<file path="src/rtl/wdog_pkg.sv">
package wdog_pkg;
    localparam int REG_W    = 8;
    localparam int MULT_W   = 5;
    localparam int RES_W    = 2;
    localparam int CNT_W    = MULT_W + 2 * ((1 << RES_W) - 1);
    localparam int STEER_BIT = 7;
    localparam int FLAG_BIT  = 7;
    localparam int AUX_CLR_BIT = 6;

    typedef enum logic [1:0] {
        WD_IDLE  = 2'd0,
        WD_ARMED = 2'd1,
        WD_FIRE  = 2'd2
    } wd_state_e;

    typedef enum logic [1:0] {
        SEL_CTRL  = 2'd0,
        SEL_FLAGS = 2'd1,
        SEL_AUX   = 2'd2,
        SEL_NONE  = 2'd3
    } wd_sel_e;
endpackage

</file>
<file path="src/rtl/wdog_span.sv">
module wdog_span #(
    parameter int REG_W  = 8,
    parameter int MULT_W = 5,
    parameter int RES_W  = 2,
    parameter int CNT_W  = MULT_W + 2 * ((1 << RES_W) - 1)
) (
    input  logic [REG_W-1:0] ctrl,
    output logic [CNT_W-1:0] span,
    output logic             live
);
    logic [MULT_W-1:0] mult;
    logic [RES_W-1:0]  res;

    assign mult = ctrl[RES_W +: MULT_W];
    assign res  = ctrl[RES_W-1:0];
    assign live = |mult;
    // multiplier scaled by four to the power of the resolution
    assign span = CNT_W'(mult) << {res, 1'b0};
endmodule

</file>
<file path="src/rtl/wdog_countdown.sv">
module wdog_countdown #(
    parameter int CNT_W = 11
) (
    input  logic             clk,
    input  logic             rst_n,
    input  logic             load,
    input  logic [CNT_W-1:0] load_val,
    input  logic             dec,
    output logic             last
);
    logic [CNT_W-1:0] count_q;

    always_ff @(posedge clk) begin
        if (!rst_n) begin
            count_q <= '0;
        end else if (load) begin
            count_q <= load_val;
        end else if (dec && count_q != '0) begin
            count_q <= count_q - 1'b1;
        end
    end

    assign last = (count_q == CNT_W'(1));
endmodule

</file>
<file path="src/rtl/wdog_seq.sv">
module wdog_seq
    import wdog_pkg::*;
(
    input  logic      clk,
    input  logic      rst_n,
    input  logic      svc,
    input  logic      span_live,
    input  logic      tick,
    input  logic      last,
    input  logic      steer,
    output wd_state_e state,
    output logic      expire,
    output logic      irq_pulse,
    output logic      rst_pulse
);
    wd_state_e state_q, state_d;
    logic      fire_rst_q;

    always_ff @(posedge clk) begin
        if (!rst_n) begin
            state_q    <= WD_IDLE;
            fire_rst_q <= 1'b0;
        end else begin
            state_q <= state_d;
            if (expire) fire_rst_q <= steer;
        end
    end

    always_comb begin
        state_d = state_q;
        expire  = 1'b0;
        unique case (state_q)
            WD_IDLE: begin
                if (svc && span_live) state_d = WD_ARMED;
            end
            WD_ARMED: begin
                if (svc) begin
                    state_d = span_live ? WD_ARMED : WD_IDLE;
                end else if (tick && last) begin
                    expire  = 1'b1;
                    state_d = WD_FIRE;
                end
            end
            WD_FIRE: begin
                state_d = (svc && span_live) ? WD_ARMED : WD_IDLE;
            end
            default: state_d = WD_IDLE;
        endcase
    end

    always_comb begin
        irq_pulse = 1'b0;
        rst_pulse = 1'b0;
        unique case (state_q)
            WD_FIRE: begin
                irq_pulse = !fire_rst_q;
                rst_pulse = fire_rst_q;
            end
            WD_IDLE, WD_ARMED: ;
            default: ;
        endcase
    end

    assign state = state_q;
endmodule

</file>
<file path="src/rtl/wdog_regfile.sv">
module wdog_regfile
    import wdog_pkg::*;
(
    input  logic             clk,
    input  logic             rst_n,
    input  logic [1:0]       sel,
    input  logic             wr_en,
    input  logic             rd_en,
    input  logic [REG_W-1:0] wdata,
    input  logic             expire,
    output logic [REG_W-1:0] ctrl_q,
    output logic             flag_q,
    output logic [REG_W-1:0] rdata
);
    logic [REG_W-1:0] aux_q, aux_d;
    logic             ctrl_hit;

    assign ctrl_hit = (sel == SEL_CTRL);

    always_comb begin
        aux_d = aux_q;
        if (wr_en && sel == SEL_AUX) aux_d = wdata;
        if (expire && ctrl_q[STEER_BIT]) aux_d[AUX_CLR_BIT] = 1'b0;
    end

    always_ff @(posedge clk) begin
        if (!rst_n) begin
            ctrl_q <= '0;
            flag_q <= 1'b0;
            aux_q  <= '0;
        end else begin
            aux_q <= aux_d;
            if (ctrl_hit && wr_en) begin
                ctrl_q <= wdata;
            end else if (expire && ctrl_q[STEER_BIT]) begin
                ctrl_q <= '0;
            end
            if (ctrl_hit && (wr_en || rd_en)) begin
                flag_q <= 1'b0;
            end else if (expire) begin
                flag_q <= 1'b1;
            end
        end
    end

    always_comb begin
        rdata = '0;
        unique case (sel)
            SEL_CTRL:  rdata = ctrl_q;
            SEL_FLAGS: rdata[FLAG_BIT] = flag_q;
            SEL_AUX:   rdata = aux_q;
            SEL_NONE:  rdata = '0;
            default:   rdata = '0;
        endcase
    end
endmodule

</file>
<file path="src/rtl/wdog_unit.sv">
module wdog_unit
    import wdog_pkg::*;
(
    input  logic             clk,
    input  logic             rst_n,
    input  logic             tick,
    input  logic [1:0]       reg_sel,
    input  logic             wr_en,
    input  logic             rd_en,
    input  logic [REG_W-1:0] wdata,
    output logic [REG_W-1:0] rdata,
    output logic             wd_irq,
    output logic             wd_reset_req
);
    logic [REG_W-1:0] ctrl_q;
    logic [REG_W-1:0] load_src;
    logic [CNT_W-1:0] span;
    logic             span_live;
    logic             wd_flag;
    logic             svc;
    logic             last;
    logic             expire;
    wd_state_e        state;

    assign svc      = (reg_sel == SEL_CTRL) && (wr_en || rd_en);
    assign load_src = wr_en ? wdata : ctrl_q;

    wdog_span #(
        .REG_W (REG_W),
        .MULT_W(MULT_W),
        .RES_W (RES_W),
        .CNT_W (CNT_W)
    ) u_span (
        .ctrl(load_src),
        .span(span),
        .live(span_live)
    );

    wdog_countdown #(.CNT_W(CNT_W)) u_cnt (
        .clk     (clk),
        .rst_n   (rst_n),
        .load    (svc),
        .load_val(span),
        .dec     (tick && state == WD_ARMED),
        .last    (last)
    );

    wdog_seq u_seq (
        .clk      (clk),
        .rst_n    (rst_n),
        .svc      (svc),
        .span_live(span_live),
        .tick     (tick),
        .last     (last),
        .steer    (ctrl_q[STEER_BIT]),
        .state    (state),
        .expire   (expire),
        .irq_pulse(wd_irq),
        .rst_pulse(wd_reset_req)
    );

    wdog_regfile u_regs (
        .clk   (clk),
        .rst_n (rst_n),
        .sel   (reg_sel),
        .wr_en (wr_en),
        .rd_en (rd_en),
        .wdata (wdata),
        .expire(expire),
        .ctrl_q(ctrl_q),
        .flag_q(wd_flag),
        .rdata (rdata)
    );
endmodule

</file>
<file path="config.mk">
export PLATFORM = sky130hd
export DESIGN_NAME = wdog_unit
export DESIGN_NICKNAME = d
export VERILOG_FILES = /design/src/rtl/wdog_pkg.sv /design/src/rtl/wdog_span.sv /design/src/rtl/wdog_countdown.sv /design/src/rtl/wdog_seq.sv /design/src/rtl/wdog_regfile.sv /design/src/rtl/wdog_unit.sv
export SDC_FILE = /design/constraint.sdc
export NUM_CORES = 1
export LEC_CHECK = 0
export BUFFER_PORTS_ARGS = -buffer_cell sky130_fd_sc_hd__buf_4
export CAP_MARGIN = 20
export CORE_UTILIZATION = 40
export CTS_CLUSTER_DIAMETER = 50
export DETAILED_ROUTE_END_ITERATION = 6
export GPL_ROUTABILITY_DRIVEN = 0
export SETUP_SLACK_MARGIN = 0.4
export SLEW_MARGIN = 30
export SYNTH_ARGS = -nofsm -noshare
export SYNTH_HDL_FRONTEND = slang
export SYNTH_HIERARCHICAL = 1
export SYNTH_SLANG_ARGS = --single-unit
</file>
<file path="constraint.sdc">
create_clock -name clk -period 4.3 [get_ports clk]
set_input_delay 0.215 -clock clk [delete_from_list [all_inputs] [get_ports clk]]
set_output_delay 0.215 -clock clk [all_outputs]
set_load 0.005 [all_outputs]
</file>
# Word-level counts from Yosys, hierarchy flattened

Cells that the tools add are included.

Bits of input ports: 15
Register bits after elaboration: 31
Logic and storage cells: 55

Reductions and logical operators: 19
Bitwise operators: 1
Shift operators: 1
Multiplexer cells: 18
Add/subtract/negate cells: 1
Equal/unequal tests: 8

Operators with widths:

| cell                    | number |
|---|---|
| $mux W11                | 2 |
| $mux W8                 | 2 |
| $pmux W7 S2             | 1 |
| $eq A11 B1 Y1 const B   | 1 |
| $reduce_bool A11 Y1     | 1 |
| $shl A5 B3 Y11          | 1 |
| $sub A11 B1 Y11 const B | 1 |
| $logic_and A1 B1 Y1     | 8 |
| $mux W1                 | 7 |
| $mux W7                 | 1 |
| $eq A2 B2 Y1 const B    | 3 |
| $mux W2                 | 3 |
| $pmux W2 S3             | 1 |
| $reduce_or A5 Y1        | 1 |
| $eq A2 B1 Y1 const B    | 2 |
| $logic_not A2 Y1        | 2 |
| $pmux W1 S4             | 1 |
| $reduce_bool A2 Y1      | 2 |
| $reduce_or A2 Y1        | 2 |
| $ne A3 B1 Y1 const B    | 1 |
| $ne A2 B1 Y1 const B    | 1 |
| $reduce_and A2 Y1       | 1 |
| $logic_not A1 Y1        | 1 |
| $logic_or A1 B1 Y1      | 1 |
| $not A1 Y1              | 1 |

# Logic depth before layout (Yosys ltp)

Gate-level depths: netlist of run 1.

Depth after elaboration: 8
Depth in mapped cells: 9
Mapped depth without buffers: 8

# Modules after synthesis

Netlist of run 1, hierarchy kept.

Modules (own cells, without submodules):

| module         | cells each | area each (um^2) | times used | sequential area each (um^2) |
|---|---|---|---|---|
| wdog_regfile   | 90         | 748.2            | 1          | 340.3 |
| wdog_countdown | 82         | 680.7            | 1          | 220.2 |
| wdog_span      | 22         | 147.6            | 1          | 0.0 |
| wdog_unit      | 13         | 147.6            | 1          | 0.0 |
| wdog_seq       | 16         | 145.1            | 1          | 60.1 |

# Least setup slack after synthesis of run 1

Ideal clock, no wire load.

Path kind: register to register
Start: register u_cnt.count_q[4]
End: register u_regs.aux_q[6]
Data required time: 4.171 ns
Path buffers: 0
Cell stages (with the launch flop): 9
Arrival time: 1.771 ns
Library setup time: 0.129 ns
Slack: 2.400 ns
Cells stage by stage: dfxtp_1 > nor4_1 > and2_1 > and3_1 > nand4b_1 > nor2_2 > nand2_1 > nand4_1 > o21ai_0

Longest elaborated chain between the ends: 7

RTL lines:

| element                    | line                 | text |
|---|---|---|
| from (decl)                | wdog_countdown.sv:11 | `logic [CNT_W-1:0] count_q;` |
| from (signal assigned)     | wdog_countdown.sv:17 | `count_q <= load_val;` |
| from (signal assigned)     | wdog_countdown.sv:19 | `count_q <= count_q - 1'b1;` |
| $eq A11 B1 Y1              | wdog_countdown.sv:23 | `assign last = (count_q == CNT_W'(1));` |
| named net last             | wdog_unit.sv:21      | `logic last;` |
| $logic_and A1 B1 Y1        | wdog_seq.sv:39       | `end else if (tick && last) begin` |
| $mux W1                    | wdog_seq.sv:39       |  |
| $mux W1                    | wdog_seq.sv:37       | `if (svc) begin` |
| $mux W1                    | wdog_seq.sv:32       | `unique case (state_q)` |
| named net expire           | wdog_unit.sv:22      | `logic expire;` |
| $logic_and A1 B1 Y1        | wdog_regfile.sv:23   | `if (expire && ctrl_q[STEER_BIT]) aux_d[AUX_CLR_BIT] = 1'b0;` |
| $reduce_or A2 Y1 (no line) | n/a                  |  |
| to (signal assigned)       | wdog_regfile.sv:32   | `aux_q <= aux_d;` |
| to (decl)                  | wdog_regfile.sv:15   | `logic [REG_W-1:0] aux_q, aux_d;` |

The timed path passes the listed nets, and every way through them passes these cells.
A chain may end at the register's enable or synchronous reset.

# Worst setup path in the final report of run 1

Same ends and word-level chain as after synthesis.

==> results.cfg, run 1 <==
[run_status]
outcome = finished clean

[placement]
dp_hpwl_um = 2820
io_buffers = 24

[timing]
fmax_mhz = 430
rsz0062_at_grt = no
setup_viol = 0
layout_min_cycle_time_ps = 2320
period_share_pct = 54.0
slew_headroom_pct = 59.1
fin_tns_setup_ps = 0
max_slew.worst_pin.slew_ps = 609
drv_slew = 0
finalHoldViolCount = 0
fin_worst_skew_ps = 5.04

[floorplanning]
die-area_um2 = 4910
die_h_um = 70.1
initial_utilization_pct = 42.0
std_cell_rows = 24
design.core.area_um2 = 4410
io_pins = 25
fp.dieW_um = 70.1

[final_layout]
seq_area_um2 = 621
layout-area-overhead-vs-synth_pct = 13.4
drive_above_1_share_pct = 19.1
layout.nets = 257
multiInputGateArea_um2 = 1120
antenna_cells = 0
nFillCells = 431

[route]
drc_errors = 0
initialDrtViolationCount = 78
via_per_inst = 5.61
wire_per_inst_um = 13.8
vias = 1643
dr.pass1.iters = 4
routed_wirelength_um = 4040
final_antenna_net_count = 0

[clock_tree]
tritoncts = built
cts_resized = 0
cts_sinks = 31
numCtsBuffers = 5
cts_hold_buf = 0
post_cts_buffers = 0
root_buffer = clkbuf_8
htree_num_levels = 2
clockBufferDepth = 2
path_clk_slew_ps = 70
insertion_delay_ps = 290

[grt]
track_usage_pct = 16.9
grt_max_degree = 40
antenna_found_initial = 0
grt_pass1_wl_um = 6750
gr-total-overflow = 0
grt_pass1_vias = 1535

[synth]
netlist_area_um2 = 1850
synthCells = 222
syn_area_per_cell_um2 = 8.35
yosysWarnings = 6
syn_nets = 239

[pwr]
power_uw = 659
irDropWorstVdd_mv = 0.178
power.density_nw_per_um2 = 313
p_leak_nw = 0.819

[critical_path]
path_cells = nor4_1, and2_1, and3_1, nand4b_1, nor2_2, nand2_1, nand4_1, o21ai_0
critPathMaxFanout = 9
path_class = reg -> reg
critical_path_arrival_ps = 2480
crit_slowest_cell = nor4_1
cpPeakStageDelay_ps = 570
cp.buffers_inverters = 0
worst_ep_required_time_ps = 4450
crit_family = simple AND/OR/NAND/NOR gates
endpoint_kind = flop
crit_path_start_kind = flop
r2r_setup_slack_ps = 1980

[min_path]
hp-class = in -> reg

[job]
max-cap-violations = 0
## area by class of cell
type	count	area share, %
multi-input combinational	172	53.3
inverter	5	0.893
timing repair buffer	25	8.93
tap	52	3.10
clock buffer	5	3.27
clock inverter	3	0.952
sequential	31	29.5
## registers in the layout, indices dropped and copies added, names as in the netlist
register          count
u_regs/ctrl_q         8
u_cnt/count_q        11
u_seq/fire_rst_q      1
u_seq/state           2
u_regs/flag_q         1
u_regs/aux_q          8
## worst paths after layout
kind	endpoint	from	cells past startpoint
max	u_regs/aux_q[6]$_SDFFE_PP0P_	u_cnt/count_q[4]$_SDFFE_PN0P_	8
min	u_regs/ctrl_q[6]$_SDFFE_PN0P_	wdata[6]	3
max reg2reg	u_regs/aux_q[6]$_SDFFE_PP0P_	u_cnt/count_q[4]$_SDFFE_PN0P_	8
min reg2reg	u_regs/aux_q[6]$_SDFFE_PP0P_	u_regs/aux_q[6]$_SDFFE_PP0P_	2
## routing by layer
| layer | global-route usage, % | vias up | part of all wire, % |
|---|---|---|---|
| met5 | 0 | - | 0 |
| met4 | 6.67 | 0 | 1.4 |
| met3 | 3.46 | 5 | 2.3 |
| met2 | 28.7 | 18 | 46 |
| met1 | 20.9 | 763 | 50 |
| li1 | - | 857 | - |
## worst register-to-register path, cell delays in order (launching register included)
cell,delay (ps)
dfxtp_1,360
nor4_1,570
and2_1,260
and3_1,190
nand4b_1,110
nor2_2,190
nand2_1,250
nand4_1,170
o21ai_0,90
## report_power, final
part           internal (mW)  switching (mW)
Sequential             0.299          0.0117
Combinational         0.0532          0.0676
Clock                  0.112           0.115
Total                  0.464           0.194
## placed cells by master, fill, tap and decap left out, types with 3 or more instances in the layout
cell	count
mux2i_1	13
or4_1	3
a31oi_1	5
o21ai_1	9
inv_1	5
buf_4	25
o21ai_0	17
nor3_1	6
nor2b_1	3
dfxtp_1	31
xnor2_1	3
nor3b_1	3
nor2_1	18
nand4_1	9
nand3_1	11
mux2_4	7
a21oi_1	11
clkbuf_8	5
nand2_1	18
and3_1	4
## per-stage QoR
step	hold WS, ps	instance area, um^2	std cells	setup slack (ps)	util, %
after floorplan	337	1850	222	2400	-
after global placement	459	2010	285	2140	45.6
after detailed placement	467	2010	285	2020	45.6
after CTS	180	2100	293	2000	47.6
after global routing	195	2100	293	1770	47.6
final	190	2100	293	1980	47.6
(Power assumes the default switching activity.)
==> run 2: changes to the inputs <==
--- a/config.mk
+++ b/config.mk
@@ -5,6 +5,7 @@
 export SDC_FILE = /design/constraint.sdc
 export NUM_CORES = 1
 export LEC_CHECK = 0
+export ABC_AREA = 1
 export BUFFER_PORTS_ARGS = -buffer_cell sky130_fd_sc_hd__buf_4
 export CAP_MARGIN = 20
 export CORE_UTILIZATION = 40
==> constraint.sdc (replaced) <==
create_clock -name clk -period 2.35 [get_ports clk]
set_input_delay 0.1175 -clock clk [delete_from_list [all_inputs] [get_ports clk]]
set_output_delay 0.1175 -clock clk [all_outputs]
set_load 0.005 [all_outputs]
==> run 2 against run 1 <==
- global-route usage rose by 2.0 points
- sequential share of layout area shrank 3.0 points
- non-clock buffer count unchanged
- critical path depth grew 2
- flip-flop and latch count unchanged
- clock skew rose by 0.82 ps
- cell count up 41%
- count of clock-buffer cells in the layout increased by 2
- final area grew 11%
- clock power grew 74%
- worst hold slack lost 110 ps
==> results.cfg, run 2 <==
[clock_tree]
cts_sinks = 31
root_buffer = clkbuf_8
post_cts_buffers = 0
htree_num_levels = 2
path_clk_slew_ps = 70
cts_resized = 0
cts_hold_buf = 0
clockBufferDepth = 2
tritoncts = built
insertion_delay_ps = 270
numCtsBuffers = 5

[route]
wire_per_inst_um = 11.7
routed_wirelength_um = 4840
initialDrtViolationCount = 83
dr.pass1.iters = 6
drc_errors = 0
vias = 2003
final_antenna_net_count = 0
via_per_inst = 4.85

[critical_path]
reg2reg_depth = 10
worst_ep_required_time_ps = 2510
cp.buffers_inverters = 1
crit_family = simple AND/OR/NAND/NOR gates
crit_slowest_cell = dfxtp_1
r2r_setup_slack_ps = 540
path_class = reg -> reg
path_cells = nor2_1, nand4_1, nor3_1, nand2_1, nor2_1, nand2_1, inv_1, nand2_2, nand3_1, a21oi_1
critPathMaxFanout = 8
r2r_end = u_regs/ctrl_q[4]$_SDFFE_PN0P_
reg2reg_from = u_cnt/count_q[3]$_SDFFE_PN0P_
cpPeakStageDelay_ps = 370
crit_path_start_kind = flop
endpoint_kind = flop
critical_path_arrival_ps = 1970

[synth]
netlist_area_um2 = 2040
syn_area_per_cell_um2 = 6.39
synthCells = 319
yosysWarnings = 6
syn_nets = 336

[pwr]
irDropWorstVdd_mv = 0.323
power.density_nw_per_um2 = 560
p_leak_nw = 1.12

[run_status]
outcome = finished clean

[job]
max-cap-violations = 0

[final_layout]
antenna_cells = 0
seq_area_um2 = 621
final_cell_mix = 94 x nand2_1, 40 x nor2_1, 39 x nand3_1
stdcell_area_um2 = 2340
largest_registers = u_cnt/count_q (11), u_regs/aux_q (8), u_regs/ctrl_q (8)
largest_register_ffs = 11
nFillCells = 533
drive_above_1_share_pct = 20.5
final_common_cell = nand2_1
layout-area-overhead-vs-synth_pct = 14.7
largest-register = u_cnt/count_q
fin_cells = 413
layout.nets = 362
multiInputGateArea_um2 = 1220

[min_path]
min-delay-start = wdata[0]
hold_end = u_regs/aux_q[0]$_SDFFE_PN0P_
min_delay_path_depth = 3
hp-class = in -> reg

[placement]
dp_slack_ps = 545
io_buffers = 24
dpl_cell_area_um2 = 2250
dpl.cell_count = 405
dp_hpwl_um = 3630

[grt]
grt_pass1_wl_um = 7960
gr-total-overflow = 0
grt_pass1_vias = 1794
antenna_found_initial = 0
track_usage_pct = 18.9
grt_max_degree = 21

[timing]
max_slew.worst_pin.slew_ps = 412
drv_slew = 0
rsz0062_at_grt = no
fmax_mhz = 553
fin_worst_skew_ps = 5.85
slew_headroom_pct = 72.5
period_share_pct = 76.9
setup_viol = 0
finalHoldViolCount = 0
layout_min_cycle_time_ps = 1810
worst_slack_ps = 542
fin_tns_setup_ps = 0

[floorplanning]
initial_utilization_pct = 42.3
std_cell_rows = 25
design.core.area_um2 = 4820
die-area_um2 = 5390
io_pins = 25
fp.dieW_um = 73.4
die_h_um = 73.4
==> run 2: changes by cell type in the layout (fill, tap and decap cells not counted), sizes merged, moves of 5 or more <==
cell and delta:
mux2i -13, nand4 -6, a22o +7, nand3 +29, inv +29, nand2 +84
o21ai -10, mux2 -7, a31oi -5, nor2 +31, a21oi +6
==> run 2: through the flow <==
step	hold WS, ps	utilization, %	power (mW)
detailed placement	369	46.8	0.925
finish	81.2	48.5	1.31
global placement	366	46.8	0.926
floorplan	215	-	0.844
CTS	77.9	48.5	1.33
global route	87.4	48.5	1.40
==> run 2: routing by layer <==
metal	up-vias	global-route usage [%]	routed length, um
li1	1079	-	-
met1	885	22.6	2280
met2	35	34.2	2370
met3	4	3.70	151
met4	0	5.34	38
met5	-	0	0
==> run 2: area by class of cell <==
| cell class | count | share of cell area, % |
|---|---|---|
| Inverter | 35 | 6.26 |
| Timing Repair Buffer | 25 | 8.03 |
| Clock inverter | 1 | 0.214 |
| Multi-Input combinational cell | 247 | 52.1 |
| Sequential cell | 31 | 26.5 |
| Tap cell | 67 | 3.58 |
| Clock buffer | 7 | 3.26 |
==> run 2: worst register-to-register path, stage by stage, from the launching register on <==
cell	delay [ps]
dfxtp_1	370
nor2_1	200
nand4_1	120
nor3_1	160
nand2_1	110
nor2_1	190
nand2_1	100
inv_1	120
nand2_2	140
nand3_1	130
a21oi_1	70
==> run 2: report_power, final <==
group	switching (mW)	internal (mW)	leakage, nW
clock network	0.187	0.207	0.0422
registers	0.0255	0.552	0.252
logic	0.211	0.127	0.826
==> run 2: worst max-delay path by stage <==
stage / startpoint / cells past startpoint / end / slack, ps
floorplan: u_cnt/count_q[3]$_SDFFE_PN0P_ / 10 / u_regs/ctrl_q[0]$_SDFFE_PN0P_ / 840
finish: u_cnt/count_q[3]$_SDFFE_PN0P_ / 10 / u_regs/ctrl_q[4]$_SDFFE_PN0P_ / 540
detailed placement: u_cnt/count_q[3]$_SDFFE_PN0P_ / 10 / u_regs/ctrl_q[0]$_SDFFE_PN0P_ / 540
global route: u_cnt/count_q[3]$_SDFFE_PN0P_ / 10 / u_regs/ctrl_q[1]$_SDFFE_PN0P_ / 400
CTS: u_cnt/count_q[3]$_SDFFE_PN0P_ / 10 / u_regs/ctrl_q[6]$_SDFFE_PN0P_ / 530
global placement: u_cnt/count_q[3]$_SDFFE_PN0P_ / 10 / u_regs/ctrl_q[7]$_SDFFE_PN0P_ / 590
